### src/rtl/pmic_bridge_pkg.sv
package pmic_bridge_pkg;
  // register offsets decoded by software
  localparam int unsigned OFF_CFG0    = 32'h0020;
  localparam int unsigned OFF_RDCMD   = 32'h0028;
  localparam int unsigned OFF_RDWORD  = 32'h002C;
  localparam int unsigned OFF_FIFOSTS = 32'h0030;
  localparam int unsigned OFF_CHLO    = 32'h0040;
  localparam int unsigned OFF_CHHI    = 32'h020C;
  // bit positions visible to software
  localparam int BUSY_BIT  = 31;
  localparam int AON_BIT   = 30;
  localparam int FULL_BIT  = 11;
  localparam int EMPTY_BIT = 10;
  localparam int ECHO_W    = 15;
  localparam int SW_CHANS  = 2;
endpackage

### src/rtl/prb_wr_fifo.sv
module prb_wr_fifo #(
  parameter int DW    = 28,
  parameter int DEPTH = 4,
  localparam int AW   = (DEPTH > 1) ? $clog2(DEPTH) : 1,
  localparam int CW   = $clog2(DEPTH + 1)
) (
  input  logic          clk,
  input  logic          rst,
  input  logic          push,
  input  logic [DW-1:0] din,
  input  logic          pop,
  output logic [DW-1:0] dout,
  output logic          full,
  output logic          empty,
  output logic [CW-1:0] count
);
  logic [DW-1:0] mem [DEPTH];
  logic [AW-1:0] wptr, rptr;

  function automatic logic [AW-1:0] nxt(input logic [AW-1:0] p);
    return (p == AW'(DEPTH - 1)) ? '0 : p + AW'(1);
  endfunction

  // storage without reset so it maps onto block RAM
  always_ff @(posedge clk) begin
    if (push) mem[wptr] <= din;
    if (pop)  dout      <= mem[rptr];
  end

  always_ff @(posedge clk) begin
    if (rst) begin
      wptr  <= '0;
      rptr  <= '0;
      count <= '0;
    end else begin
      if (push) wptr <= nxt(wptr);
      if (pop)  rptr <= nxt(rptr);
      count <= count + CW'(push) - CW'(pop);
    end
  end

  assign full  = (count == CW'(DEPTH));
  assign empty = (count == '0);

  a_r2_no_push_when_full: assert property (@(posedge clk) disable iff (rst)
    push |-> !full);
  a_r3_no_pop_when_empty: assert property (@(posedge clk) disable iff (rst)
    pop |-> !empty);
  a_r3_flags_exclusive: assert property (@(posedge clk) disable iff (rst)
    !(full && empty));
endmodule

### src/rtl/prb_link_eng.sv
module prb_link_eng #(
  parameter int AW    = 12,
  parameter int DW    = 16,
  parameter int CW    = 3,
  parameter int EW    = 15
) (
  input  logic             clk,
  input  logic             rst,
  input  logic             fifo_empty,
  input  logic [CW-1:0]    fifo_count,
  input  logic [AW+DW-1:0] fifo_dout,
  output logic             fifo_pop,
  input  logic             cmd_wr,
  input  logic [AW-1:0]    cmd_addr,
  output logic [31:0]      rd_status,
  output logic             idle,
  output logic             lnk_valid,
  output logic             lnk_write,
  output logic [AW-1:0]    lnk_addr,
  output logic [DW-1:0]    lnk_wdata,
  input  logic             lnk_ready,
  input  logic             lnk_rsp_valid,
  input  logic [AW-1:0]    lnk_rsp_addr,
  input  logic [DW-1:0]    lnk_rsp_data
);
  logic            lv_q, lw_q, wait_q, pend_q, busy_q;
  logic [CW-1:0]   ahead_q;
  logic [AW-1:0]   raddr_q;
  logic [EW+DW-1:0] word_q;
  logic            take, stage_free, rd_due, issue_rd, issue_wr, accept;

  assign take       = lv_q && lnk_ready;
  assign stage_free = !lv_q && !wait_q;
  assign rd_due     = pend_q && (ahead_q == '0);
  assign issue_rd   = stage_free && rd_due;
  assign issue_wr   = stage_free && !rd_due && !fifo_empty;
  assign fifo_pop   = issue_wr;
  assign accept     = cmd_wr && !busy_q;

  always_ff @(posedge clk) begin
    if (rst) begin
      lv_q    <= 1'b0;
      lw_q    <= 1'b0;
      wait_q  <= 1'b0;
      pend_q  <= 1'b0;
      busy_q  <= 1'b0;
      ahead_q <= '0;
      raddr_q <= '0;
      word_q  <= '0;
    end else begin
      if (accept) begin
        busy_q  <= 1'b1;
        pend_q  <= 1'b1;
        raddr_q <= cmd_addr;
        ahead_q <= fifo_count - CW'(fifo_pop);
      end else if (fifo_pop && pend_q) begin
        ahead_q <= ahead_q - CW'(1);
      end
      if (issue_rd) begin
        pend_q <= 1'b0;
        lv_q   <= 1'b1;
        lw_q   <= 1'b0;
      end
      if (issue_wr) begin
        lv_q <= 1'b1;
        lw_q <= 1'b1;
      end
      if (take) begin
        lv_q <= 1'b0;
        if (!lw_q) wait_q <= 1'b1;
      end
      if (wait_q && lnk_rsp_valid) begin
        wait_q <= 1'b0;
        busy_q <= 1'b0;
        word_q <= {EW'(lnk_rsp_addr), lnk_rsp_data};
      end
    end
  end

  assign rd_status = {busy_q, word_q};
  assign idle      = fifo_empty && !lv_q && !busy_q;
  assign lnk_valid = lv_q;
  assign lnk_write = lw_q;
  assign lnk_addr  = lw_q ? fifo_dout[AW+DW-1:DW] : raddr_q;
  assign lnk_wdata = lw_q ? fifo_dout[DW-1:0] : '0;

  a_r1_hold_request: assert property (@(posedge clk) disable iff (rst)
    lv_q && !lnk_ready |=> lv_q && $stable(lnk_addr) && $stable(lw_q) && $stable(lnk_wdata));
  a_r5_busy_until_response: assert property (@(posedge clk) disable iff (rst)
    busy_q && !(wait_q && lnk_rsp_valid) |=> busy_q);
  a_r7_read_after_older_writes: assert property (@(posedge clk) disable iff (rst)
    lv_q && !lw_q |-> ahead_q == '0 && busy_q);
  a_r8_command_ignored: assert property (@(posedge clk) disable iff (rst)
    busy_q && cmd_wr |=> $stable(raddr_q));
endmodule

### src/rtl/pmic_reg_bridge.sv
module pmic_reg_bridge #(
  parameter int HOST_AW    = 16,
  parameter int WIN_BASE   = 32'h8000,
  parameter int WIN_BYTES  = 4096,
  parameter int SLV_DW     = 16,
  parameter int FIFO_DEPTH = 4,
  parameter int N_CHAN     = 50,
  localparam int SLV_AW    = $clog2(WIN_BYTES),
  localparam int HI_CH     = N_CHAN - 32,
  localparam int CW        = $clog2(FIFO_DEPTH + 1)
) (
  input  logic               clk,
  input  logic               rst,
  input  logic               host_req,
  input  logic               host_we,
  input  logic [HOST_AW-1:0] host_addr,
  input  logic [31:0]        host_wdata,
  output logic               host_ready,
  output logic [31:0]        host_rdata,
  output logic               lnk_valid,
  output logic               lnk_write,
  output logic [SLV_AW-1:0]  lnk_addr,
  output logic [SLV_DW-1:0]  lnk_wdata,
  input  logic               lnk_ready,
  input  logic               lnk_rsp_valid,
  input  logic [SLV_AW-1:0]  lnk_rsp_addr,
  input  logic [SLV_DW-1:0]  lnk_rsp_data,
  output logic [N_CHAN-1:0]  chn_en,
  output logic               clk_en
);
  import pmic_bridge_pkg::*;

  localparam logic [HOST_AW:0]   WIN_LO  = (HOST_AW+1)'(WIN_BASE);
  localparam logic [HOST_AW:0]   WIN_HI  = (HOST_AW+1)'(WIN_BASE + WIN_BYTES);
  localparam logic [SLV_AW-1:0]  WIN_LSB = SLV_AW'(WIN_BASE);

  logic                    in_win, acc, push, cmd_wr, idle;
  logic                    f_full, f_empty, f_pop;
  logic [CW-1:0]           f_count;
  logic [SLV_AW+SLV_DW-1:0] f_dout;
  logic [SLV_AW-1:0]       slv_off;
  logic [31:0]             rd_status, cfg0_q, chlo_q, rmux;
  logic [HI_CH-1:0]        chhi_q;

  function automatic logic at(input logic [HOST_AW-1:0] a, input int unsigned off);
    return a == HOST_AW'(off);
  endfunction

  assign in_win     = ({1'b0, host_addr} >= WIN_LO) && ({1'b0, host_addr} < WIN_HI);
  assign host_ready = !(host_req && host_we && in_win && f_full);
  assign acc        = host_req && host_ready;
  assign push       = acc && host_we && in_win;
  assign cmd_wr     = acc && host_we && at(host_addr, OFF_RDCMD);
  assign slv_off    = host_addr[SLV_AW-1:0] - WIN_LSB;

  prb_wr_fifo #(.DW(SLV_AW + SLV_DW), .DEPTH(FIFO_DEPTH)) u_fifo (
    .clk   (clk),
    .rst   (rst),
    .push  (push),
    .din   ({slv_off, host_wdata[SLV_DW-1:0]}),
    .pop   (f_pop),
    .dout  (f_dout),
    .full  (f_full),
    .empty (f_empty),
    .count (f_count)
  );

  prb_link_eng #(.AW(SLV_AW), .DW(SLV_DW), .CW(CW), .EW(ECHO_W)) u_eng (
    .clk           (clk),
    .rst           (rst),
    .fifo_empty    (f_empty),
    .fifo_count    (f_count),
    .fifo_dout     (f_dout),
    .fifo_pop      (f_pop),
    .cmd_wr        (cmd_wr),
    .cmd_addr      (host_wdata[SLV_AW-1:0]),
    .rd_status     (rd_status),
    .idle          (idle),
    .lnk_valid     (lnk_valid),
    .lnk_write     (lnk_write),
    .lnk_addr      (lnk_addr),
    .lnk_wdata     (lnk_wdata),
    .lnk_ready     (lnk_ready),
    .lnk_rsp_valid (lnk_rsp_valid),
    .lnk_rsp_addr  (lnk_rsp_addr),
    .lnk_rsp_data  (lnk_rsp_data)
  );

  // control registers
  always_ff @(posedge clk) begin
    if (rst) begin
      cfg0_q <= '0;
      chlo_q <= '0;
      chhi_q <= '0;
    end else if (acc && host_we) begin
      if (at(host_addr, OFF_CFG0)) cfg0_q <= host_wdata;
      if (at(host_addr, OFF_CHLO)) chlo_q <= {host_wdata[31:SW_CHANS], {SW_CHANS{1'b0}}};
      if (at(host_addr, OFF_CHHI)) chhi_q <= host_wdata[HI_CH-1:0];
    end
  end

  always_comb begin
    rmux = '0;
    if (at(host_addr, OFF_CFG0))    rmux = cfg0_q;
    if (at(host_addr, OFF_RDWORD))  rmux = rd_status;
    if (at(host_addr, OFF_FIFOSTS)) begin
      rmux[FULL_BIT]  = f_full;
      rmux[EMPTY_BIT] = f_empty;
    end
    if (at(host_addr, OFF_CHLO))    rmux = chlo_q;
    if (at(host_addr, OFF_CHHI))    rmux = 32'(chhi_q);
  end

  always_ff @(posedge clk) begin
    if (rst) begin
      host_rdata <= '0;
      clk_en     <= 1'b0;
    end else begin
      if (acc && !host_we) host_rdata <= rmux;
      clk_en <= cfg0_q[AON_BIT] || !idle;
    end
  end

  assign chn_en = {chhi_q, chlo_q};

  a_r2_stall_only_when_full: assert property (@(posedge clk) disable iff (rst)
    host_req && host_we && in_win && !host_ready |-> f_full);
  a_r9_sw_channels_off: assert property (@(posedge clk) disable iff (rst)
    chn_en[SW_CHANS-1:0] == '0);
  a_r10_clock_on_when_busy: assert property (@(posedge clk) disable iff (rst)
    lnk_valid |=> clk_en);
endmodule

### config.mk
export PLATFORM = sky130hd
export DESIGN_NAME = pmic_reg_bridge
export DESIGN_NICKNAME = d
export VERILOG_FILES = /design/src/rtl/pmic_bridge_pkg.sv /design/src/rtl/prb_wr_fifo.sv /design/src/rtl/prb_link_eng.sv /design/src/rtl/pmic_reg_bridge.sv
export SDC_FILE = /design/constraint.sdc
export NUM_CORES = 1
export LEC_CHECK = 0
export ABC_AREA = 1
export ABC_CLOCK_PERIOD_IN_PS = 2600
export BUFFER_PORTS_ARGS = -buffer_cell sky130_fd_sc_hd__buf_2
export CAP_MARGIN = 5
export CORE_MARGIN = 2
export CORE_UTILIZATION = 30
export CTS_CLUSTER_DIAMETER = 30
export CTS_CLUSTER_SIZE = 8
export DETAILED_ROUTE_END_ITERATION = 7
export GPL_ROUTABILITY_DRIVEN = 0
export GPL_TIMING_DRIVEN = 0
export PLACE_DENSITY = 0.52
export SLEW_MARGIN = 10
export SYNTH_ARGS = -nofsm -noshare
export SYNTH_HDL_FRONTEND = slang
export SYNTH_SLANG_ARGS = --single-unit
### constraint.sdc
create_clock -name clk -period 2.6 [get_ports clk]
set_input_delay 0.52 -clock clk [delete_from_list [all_inputs] [get_ports clk]]
set_output_delay 0.52 -clock clk [all_outputs]
set_load 0.02 [all_outputs]
==> results_dict.tcl, run 1 <==
set metrics [dict create \
    outcome "completed" \
    critPathKind "register to register" \
    setup_violations 0 \
    ir_worst_vdd_v 0.0004828 \
    cts_buffer_depth 3 \
    cts_root_buf "clkbuf_16" \
    syn-cell-area_sq_mm 0.01241 \
    synth.area.top_cells "edfxtp_1 34%, dfxtp_1 27%, o21ai_0 7.2%" \
    yosysMostFrequentCell "nor2_1" \
    rows 74 \
    ys_async_sr_fraction_pct 0 \
    fin_tns_setup_ns 0 \
    cts.sinks 308 \
    worst_pin_slew_ns 0.6748 \
    cts-hold-fix-buffers 0 \
    grt_pass1_wl_um 62870 \
    io-pin-count 196 \
    antenna_found_initial 0 \
    synth_edf_count 140 \
    grt_pass1_vias 10590 \
    hp-class "input pin to register" \
    wl_um 42080 \
    crit_path_end_kind "register" \
    drv_cap 0 \
    dieArea_sq_mm 0.04299 \
    synth_warnings 0 \
    drc 0 \
    grtUsageTotal_pct 19.16 \
    avgSynthCellArea_sq_um 9.196 \
    drtAntennaViolNets 0 \
    n_antenna_cell 0 \
    slew_headroom_pct 55.01 \
    yosys-top-cells-count "217 x nor2_1, 178 x o21ai_0, 168 x dfxtp_1" \
    path_max_fanout 8 \
    clk_latency_ns 0.56 \
    fin_crit_ns 2.467 \
    die_h_um 207.4 \
    reg2reg_setup_slack_ns 0.13 \
    fillers 4070 \
    dpl.hpwl_um 30390 \
    gr-total-overflow 0 \
    firstDrtPassIters 5 \
    skew_ns 0.02339 \
    drt_iter0_markers 645 \
    worstPathRequired_ns 3.07 \
    p_total_w 0.01711 \
    fin_nets 1710 \
    max_clock_freq_mhz 405.3 \
    ys_seq_elements 308 \
    fin_crit_sh_pct 94.89 \
    synth_top_area_cell "edfxtp_1" \
    rsz0062_at_grt "false" \
    finalHoldViolations 0 \
    wl_per_cell_um 19.12 \
    vias 10550 \
    initial_utilization_pct 30.38 \
    ys.flop_type "dfxtp_1" \
    numCtsBuffers 67 \
    port_buffers 192 \
    cp.arrival_ns 2.94 \
    synth_top_cell_area_share_pct 33.89 \
    syn_inst 1349 \
    die_x_um 207.4 \
    crit_path_start_kind "register" \
    vias_per_cell 4.792 \
    power_leakage_nw 6.984 \
    core_sq_mm 0.04083 \
    htreeDepth 3 \
    ys_types 32 \
    clk_pin_slew_ns 0.05 \
    cellPowerDensity_mw_per_mm2 1032 \
    drive_above_1_share_pct 21.81 \
    tritoncts "yes" \
    maxSlewViolCount 0 \
    area_growth_syn_to_layout_pct 33.65 \
    grt_max_degree 32 \
    yosysSeqAreaShare_pct 61.00 \
]
placed cells by master (no fill, tap or decap), types with 3 or more instances in the layout:
master,synthesis,final
clkinv_1,0,5
buf_2,19,211
nor2_1,217,213
ha_1,11,11
clkinvlp_4,0,7
inv_2,5,5
a21oi_1,110,110
buf_4,8,8
nand2_1,150,149
edfxtp_1,140,140
nor2_4,5,9
bufinv_16,0,12
nand3_1,112,111
nand2_2,4,5
nor2_2,6,6
a31oi_1,3,3
o22ai_1,28,28
inv_1,83,82
a21boi_0,15,15
buf_1,7,6
clkbuf_8,0,5
inv_6,0,4
clkinv_2,0,9
clkbuf_1,53,61
clkbuf_2,1,3
o21ai_1,14,14
o21ai_0,178,178
dfxtp_1,168,168
clkbuf_16,0,69
buf_16,0,4
sequential cells by signal, summed over array words and instances (netlist names):
name	flops
u_fifo.mem	112
cfg0_q	32
host_rdata	32
chlo_q	30
u_eng.word_q	28
u_fifo.dout	28
chhi_q	18
u_eng.raddr_q	12
u_eng.ahead_q	3
u_fifo.count	3
u_fifo.rptr	2
u_fifo.wptr	2
clk_en	1
u_eng.busy_q	1
u_eng.lnk_valid	1
u_eng.lnk_write	1
u_eng.pend_q	1
u_eng.wait_q	1
cell type report:
class                           instances  area (sq um)  area share [%]
Sequential cell                       308          7567           45.64
Timing Repair inverter                  1         8.758         0.05283
Clock buffer                           84          1833           11.06
Tap cell                              532         665.6           4.015
Inverter                               88         356.6           2.151
Timing Repair Buffer                  196          1071           6.460
Multi-Input combinational cell        866          4172           25.16
Buffer                                 88         391.6           2.362
Clock inverter                         38         514.2           3.102
kinds of logic (layout without fill, tap and decap cells):
logic type / Yosys count / after routing / synth area share, %
and+or+nand+nor: 497 / 497 / 16.75
AOI/OAI and AO/OA: 352 / 352 / 14.97
DFF: 308 / 308 / 61.00
buffers and inverters: 176 / 495 / 5.769
adders and majority gates: 12 / 12 / 1.271
xor gates and xnor gates: 3 / 3 / 0.2118
other: 1 / 2 / 0.03023
per-stage QoR:
stage / util (%) / instance area (sq um) / hold WS (ns) / cells / setup slack [ns]
3_3_place_gp: 34.38 / 14040 / 0.4561 / 2074 / -1.389
6_report: 40.60 / 16580 / 0.1995 / 2201 / 0.1328
3_5_place_dp: 34.72 / 14180 / 0.4556 / 2078 / -0.3214
4_1_cts: 40.49 / 16530 / 0.1752 / 2200 / 0.01001
2_1_floorplan: - / 12410 / 0.4559 / 1350 / -0.02378
5_1_grt: 40.60 / 16580 / 0.1879 / 2201 / 0.009450
final timing paths:
| kind | from | end | cells past startpoint |
|---|---|---|---|
| hold reg to reg | host_rdata[18]$_SDFFE_PP0P_ | host_rdata[18]$_SDFFE_PP0P_ | 2 |
| hold / removal | host_wdata[13] | u_fifo.mem[2][13]$_DFFE_PP_ | 1 |
| setup reg to reg | u_fifo.count[1]$_SDFF_PP0_ | u_fifo.count[2]$_SDFF_PP0_ | 11 |
| setup / recovery | u_fifo.count[1]$_SDFF_PP0_ | u_fifo.count[2]$_SDFF_PP0_ | 11 |
metal layers:
| metal | share of wire [%] | wire length [um] | vias to the layer above | GRT usage (%) |
|---|---|---|---|---|
| li1 | - | - | 5143 | - |
| met1 | 43 | 18140 | 4974 | 24.62 |
| met2 | 47 | 19790 | 371 | 31.45 |
| met3 | 7.3 | 3081 | 60 | 4.735 |
| met4 | 2.5 | 1068 | 0 | 6.626 |
| met5 | 0 | 0 | - | 0 |
repair_timing:
item,4_1_cts,5_1_grt
pin swaps,0,1
resized for setup,5,8
gates cloned,0,1
setup buffers,0,0
endpoints found under the setup margin,22,7
endpoints found under the hold margin,0,0
critical path, stage by stage, from the launching register on:
cell and delay, ns:
dfxtp_1 0.33, inv_1 0.15, nand3_1 0.17, o21ai_4 0.36, inv_2 0.13, nand2_2 0.25
inv_1 0.12, ha_1 0.23, fa_1 0.36, inv_1 0.08, o21ai_0 0.08, a21oi_1 0.14
power by group:
part / switching (W) / internal (W)
clock: 0.00267 / 0.00607
sequential: 0.000177 / 0.00558
combinational: 0.00184 / 0.000769
Note: power is estimated with default switching activity, not from simulation.
==> run 2: changes to the inputs <==
--- a/config.mk
+++ b/config.mk
@@ -5,8 +5,7 @@
 export SDC_FILE = /design/constraint.sdc
 export NUM_CORES = 1
 export LEC_CHECK = 0
-export ABC_AREA = 1
-export ABC_CLOCK_PERIOD_IN_PS = 2600
+export ABC_CLOCK_PERIOD_IN_PS = 2050
 export BUFFER_PORTS_ARGS = -buffer_cell sky130_fd_sc_hd__buf_2
 export CAP_MARGIN = 5
 export CORE_MARGIN = 2
@@ -16,6 +15,7 @@
 export DETAILED_ROUTE_END_ITERATION = 7
 export GPL_ROUTABILITY_DRIVEN = 0
 export GPL_TIMING_DRIVEN = 0
+export HOLD_SLACK_MARGIN = 0.08
 export PLACE_DENSITY = 0.52
 export SLEW_MARGIN = 10
 export SYNTH_ARGS = -nofsm -noshare
==> constraint.sdc (replaced) <==
create_clock -name clk -period 2.05 [get_ports clk]
set_input_delay 0.41 -clock clk [delete_from_list [all_inputs] [get_ports clk]]
set_output_delay 0.41 -clock clk [all_outputs]
set_load 0.02 [all_outputs]
==> run 2 against run 1 <==
Net effect: the flow now finishes with violations (negative setup slack); hold slack worse by 0.11 ns; count of clock-buffer cells in the layout up 2; register-to-register slack got worse by 0.26 ns; largest cell class unchanged; largest power group unchanged; highest routed layer is now met5.
==> results_dict.tcl, run 2 <==
set metrics [dict create \
    grtUsageTotal_pct 18.72 \
    yosysMostFrequentCell "nand2_1" \
    drc 0 \
    maxSlewViolCount 0 \
    layout_setup_ws_ns -0.1283 \
    max_clock_freq_mhz 459.1 \
    dieArea_sq_mm 0.04238 \
    firstDrtPassIters 5 \
    synth_compound_area_share_pct 11.89 \
    slew_headroom_pct 40.50 \
    n_antenna_cell 0 \
    critPathKind "register to register" \
    reg_top3 "u_fifo.mem: 112 flops, cfg0_q: 32 flops, host_rdata: 32 flops" \
    synthSimpleGateAreaFrac_pct 11.98 \
    worstPathRequired_ns 2.47 \
    final_common_cell "nand2_1" \
    hp-class "input pin to register" \
    ir_worst_vdd_v 0.0005682 \
    grt_max_degree 19 \
    cts_buffer_depth 3 \
    crit_path_start_kind "register" \
    path_max_fanout 3 \
    final_cell_mix "198 x nand2_1, 187 x buf_2, 163 x dfxtp_1" \
    numCtsBuffers 69 \
    initial_utilization_pct 30.56 \
    avgSynthCellArea_sq_um 11.75 \
    ys_async_sr_fraction_pct 0 \
    fin_crit_ns 2.178 \
    cp.arrival_ns 2.59 \
    ys_types 62 \
    outcome "finished, violations left" \
    grt_pass1_wl_um 57880 \
    drv_cap 0 \
    antenna_found_initial 1 \
    synth_top_family_by_area "simple AND/OR/NAND/NOR gates" \
    yosys-top-cells-count "199 x nand2_1, 168 x dfxtp_1, 140 x edfxtp_1" \
    largest_reg_flops 112 \
    rows 73 \
    rsz0062_at_grt "true" \
    drive_above_1_share_pct 33.21 \
    core_sq_mm 0.04001 \
    cts_root_buf "clkbuf_16" \
    ys_seq_elements 308 \
    timing.hold.ws_ns 0.09266 \
    vias 9409 \
    fin_nets 1439 \
    grt_pass1_vias 9314 \
    synth_top_cell_area_share_pct 34.39 \
    vias_per_cell 4.895 \
    fin_crit_sh_pct 106.3 \
    worst_pin_slew_ns 0.8926 \
    muxShareOfSynthArea_pct 9.048 \
    area_growth_syn_to_layout_pct 37.90 \
    dpl.hpwl_um 26700 \
    htreeDepth 3 \
    top_register "u_fifo.mem" \
    wl_per_cell_um 20.68 \
    setup_violations 3 \
    synth_top_area_cell "edfxtp_1" \
    power_leakage_nw 6.594 \
    tritoncts "yes" \
    yosysSeqAreaShare_pct 61.90 \
    clk_pin_slew_ns 0.04 \
    synth_xor_area_share_pct 0.2866 \
    gr-total-overflow 0 \
    synth_warnings 0 \
    crit_path_end_kind "register" \
    die_h_um 205.9 \
    die_x_um 205.9 \
    wl_um 39740 \
    syn-cell-area_sq_mm 0.01222 \
    final_util_pct 42.14 \
    port_buffers 193 \
    drt_iter0_markers 631 \
    cellPowerDensity_mw_per_mm2 1278 \
    cts.sinks 308 \
    drtAntennaViolNets 0 \
    skew_ns 0.01767 \
    synth_fa_ha_area_share_pct 1.290 \
    synth_edf_count 140 \
    clk_latency_ns 0.57 \
    ys.flop_type "dfxtp_1" \
    finalHoldViolations 0 \
    syn_inst 1040 \
    io-pin-count 196 \
    synth.area.top_cells "edfxtp_1 34%, dfxtp_1 28%, nand2_1 6.1%" \
    violations "negative setup slack" \
]
[run 2: changes by cell type in the layout (fill, tap and decap cells not counted), moves of 33 or more]
cell,delta
nor2_1,-165
o21ai_0,-146
nand3_1,-106
inv_1,-76
nand2_1,+49
mux2i_1,+34
buf_4,+33
[run 2: worst paths after layout]
| check | from | endpoint | slack (ns) | depth (start not counted) |
|---|---|---|---|---|
| setup / recovery | u_fifo.count[2]$_SDFF_PP0_ | u_fifo.count[2]$_SDFF_PP0_ | -0.13 | 10 |
| hold / removal | lnk_rsp_addr[7] | u_eng.word_q[23]$_SDFFE_PP0P_ | 0.09 | 3 |
| setup reg to reg | u_fifo.count[2]$_SDFF_PP0_ | u_fifo.count[2]$_SDFF_PP0_ | -0.13 | 10 |
| hold reg to reg | host_rdata[26]$_SDFFE_PP0P_ | host_rdata[26]$_SDFFE_PP0P_ | 0.44 | 2 |
[run 2: final cells by class]
class	instances	area (sq um)
clock inverter	37	397.9
tap	525	656.9
timing repair inverter	1	7.507
inverter	11	45.04
multi-input combinational	654	4451
timing repair buffer	230	1340
clock buffer	86	1934
fill	3877	23150
sequential	308	7584
buffer	70	441.7
[run 2: power breakdown]
| group | switching (W) | internal (W) |
|---|---|---|
| sequential | 0.000196 | 0.00700 |
| combinational | 0.00184 | 0.00158 |
| clock | 0.00342 | 0.00751 |
[run 2: metrics by stage]
stage	power [W]	TNS, ns	setup WS [ns]	cell area, sq um	instances
floorplan	0.009017	-0.8376	-0.4179	12320	1041
global placement	0.009990	-114.51	-0.9577	13940	1759
detailed placement	0.01002	-115.83	-0.9873	13940	1759
CTS	0.02157	-0.2806	-0.1234	16740	1915
global route	0.02229	-0.5415	-0.1963	16860	1922
finish	0.02155	-0.3316	-0.1283	16860	1922
[run 2: per-layer routing]
layer  GRT usage, %  vias up  wire length (um)
li1               -     4398                 -
met1          23.65     4588             16860
met2          30.95      336             18870
met3          4.809       85              2861
met4          6.837        2              1145
met5              0        -                11
[run 2: repair_timing]
action / in CTS / in global routing
hold buffers: 10 / 0
buffers inserted: 19 / 7
pin swaps: 13 / 4
gates resized for setup: 54 / 20
setup endpoints to repair: 247 / 38
hold endpoints to repair: 10 / 0
cloned: 6 / 0
[run 2: worst max-delay path, cell delays in order, from the launching register on]
cell and delay (ns):
dfxtp_4 0.35, nor3_4 0.26, nor3_4 0.08, nand2_2 0.12, clkinvlp_4 0.16, ha_4 0.30
inv_2 0.04, ha_4 0.15, fa_2 0.36, xnor2_2 0.17, nor2_1 0.05
[run 2: kinds of logic (layout without fill, tap and decap cells)]
kind of cell    count (synthesis)  after routing
compound gates                238            238
buf+inv                        83            435
fa+ha+maj                      12             12
mux                            74             74
other cells                     1              2
simple gates                  320            324
flops                         308            308
xor+xnor                        4              4
==> run 3: changes to the inputs <==
--- a/config.mk
+++ b/config.mk
@@ -16,7 +16,7 @@
 export GPL_ROUTABILITY_DRIVEN = 0
 export GPL_TIMING_DRIVEN = 0
 export HOLD_SLACK_MARGIN = 0.08
-export PLACE_DENSITY = 0.52
+export PLACE_DENSITY = 0.59
 export SLEW_MARGIN = 10
 export SYNTH_ARGS = -nofsm -noshare
 export SYNTH_HDL_FRONTEND = slang
==> run 3 against run 2 <==
Net effect: the run still ends with negative setup slack left; clock power is 6% lower; global-route usage down 0.15 points; utilization fell by 0.80 points; non-clock buffer count decreased by 21; register-to-register slack worse by 0.02 ns; die area stayed put; sequential share of layout area up 0.86 points; worst setup slack worse by 0.019 ns; clock skew grew 0.0020 ns; first-iteration DRC count is 16% lower; combinational power shrank 7.3%; largest power group unchanged.
==> results_dict.tcl, run 3 (synthesized netlist as in run 2, its figures left out) <==
set metrics [dict create \
    cpPeakStageDelay_ns 0.50 \
    initial_utilization_pct 30.56 \
    numCtsBuffers 66 \
    multi_input_area_sq_mm 0.004447 \
    rsz0062_at_grt "true" \
    grt_pass1_wl_um 57410 \
    reg_top3 "u_fifo.mem: 112 flops, cfg0_q: 32 flops, host_rdata: 32 flops" \
    port_buffers 193 \
    largest_reg_flops 112 \
    core_sq_mm 0.04001 \
    layout_setup_ws_ns -0.1471 \
    skew_ns 0.01967 \
    rows 73 \
    timing.hold.ws_ns 0.1028 \
    p_total_w 0.02068 \
    cts_root_buf "clkbuf_16" \
    fillers 3874 \
    drc 0 \
    vias 9228 \
    slew_headroom_pct 42.34 \
    die_h_um 205.9 \
    ir_worst_vdd_v 0.0006515 \
    grt_max_degree 19 \
    final_cell_mix "198 x nand2_1, 189 x buf_2, 163 x dfxtp_1" \
    path_cells "inv_2 -> ha_4 -> nand3b_1 -> nand2_4 -> clkinvlp_4 -> ha_4 -> inv_2 -> ha_4 -> fa_2 -> nor2b_1" \
    wl_per_cell_um 20.73 \
    cts.sinks 308 \
    drt_iter0_markers 527 \
    dp_cells 1759 \
    violations "negative setup slack" \
    maxSlewViolCount 0 \
    cts_buffer_depth 3 \
    final_common_cell "nand2_1" \
    cp.arrival_ns 2.67 \
    fin_cells 1899 \
    max_clock_freq_mhz 455.1 \
    clk_pin_slew_ns 0.05 \
    firstDrtPassIters 5 \
    clk_latency_ns 0.55 \
    finalHoldViolations 0 \
    outcome "finished, violations left" \
    vias_per_cell 4.859 \
    fin_crit_sh_pct 107.2 \
    hp-class "input pin to register" \
    wl_um 39370 \
    cpMostUsedCell "ha_4" \
    drtAntennaViolNets 0 \
    worst_pin_slew_ns 0.8648 \
    seq_area_sq_mm 0.007581 \
    cellPowerDensity_mw_per_mm2 1250 \
    htreeDepth 3 \
    fin_crit_ns 2.197 \
    grtUsageTotal_pct 18.57 \
    fin_nets 1415 \
    stdcell_area_sq_mm 0.01654 \
    worstPathRequired_ns 2.52 \
    path_max_fanout 2 \
    setup_violations 3 \
    io-pin-count 196 \
    cp_slowest_cell "fa_2" \
    antenna_found_initial 2 \
    grt_pass1_vias 9173 \
    tritoncts "yes" \
    critPathKind "register to register" \
    gr-total-overflow 0 \
    pre_cts_ws_ns -0.9471 \
    area_growth_syn_to_layout_pct 35.28 \
    dieArea_sq_mm 0.04238 \
    dpl.hpwl_um 26700 \
    drv_cap 0 \
    power_leakage_nw 6.421 \
    crit_path_end_kind "register" \
    die_x_um 205.9 \
    placed_area_sq_mm 0.01394 \
    crit_path_start_kind "register" \
    drive_above_1_share_pct 32.41 \
    top_register "u_fifo.mem" \
]
[run 3: cell count changes in the layout (fill, tap and decap cells not counted), moves of 3 or more]
| cell | previous run | this run |
|---|---|---|
| clkbuf_8 | 8 | 11 |
| dlygate4sd3_1 | 10 | 1 |
| buf_4 | 41 | 29 |
| clkbuf_16 | 74 | 69 |
| clkinv_2 | 16 | 11 |
[run 3: worst max-delay path, delay by kind of cell (launching register included)]
| family | cells | cell delay, ns |
|---|---|---|
| flip-flops | 1 | 0.32 |
| AND/OR/NAND/NOR | 3 | 0.45 |
| adder cells (fa/ha/maj) | 4 | 1.08 |
| buffers and inverters | 3 | 0.27 |
[run 3: power breakdown]
group | switching (W) | internal, W
Combinational | 0.00176 | 0.00140
Clock | 0.00332 | 0.00700
Sequential | 0.000197 | 0.00699
[run 3: final cells by class]
class | instances | share of cell area [%]
flip-flops and latches | 308 | 45.84
multi-input cells | 654 | 26.89
clock buffers | 87 | 11.26
repair buffers | 209 | 6.938
well taps | 525 | 3.972
plain buffers | 70 | 2.678
clock inverters | 33 | 2.088
inverters | 11 | 0.2724
repair inverters | 1 | 0.04540
diodes | 1 | 0.01513
[run 3: final timing paths]
kind / startpoint / to / slack, ns / cells past startpoint
setup reg to reg: u_eng.ahead_q[0]$_SDFFE_PP0P_ / u_fifo.count[1]$_SDFF_PP0_ / -0.15 / 10
setup / recovery: u_eng.ahead_q[0]$_SDFFE_PP0P_ / u_fifo.count[1]$_SDFF_PP0_ / -0.15 / 10
hold / removal: lnk_rsp_data[12] / u_eng.word_q[12]$_SDFFE_PP0P_ / 0.10 / 3
hold reg to reg: host_rdata[25]$_SDFFE_PP0P_ / host_rdata[25]$_SDFFE_PP0P_ / 0.45 / 2
[run 3: metrics by stage]
stage          TNS, ns  util, %
2_1_floorplan  -0.8376        -
3_3_place_gp   -115.27    34.84
3_5_place_dp   -117.77    34.84
4_1_cts        -0.1800    41.03
5_1_grt        -0.5011    41.34
6_report       -0.3086    41.34
[run 3: repair_timing]
action,in CTS,in global routing
hold endpoints to repair,1,0
gates cloned,6,1
hold buffers,1,0
pin swaps,10,2
setup buffers,10,3
resized for setup,41,28
endpoints found under the setup margin,283,74
[run 3: per-layer routing]
| metal | GRT usage [%] | vias to the layer above | wire (um) | part of all wire, % |
|---|---|---|---|---|
| met5 | 0 | - | 0 | 0 |
| met4 | 6.786 | 0 | 1006 | 2.6 |
| met3 | 5.077 | 66 | 2823 | 7.2 |
| met2 | 30.76 | 321 | 18990 | 48 |
| met1 | 23.22 | 4479 | 16540 | 42 |
| li1 | - | 4362 | - | - |
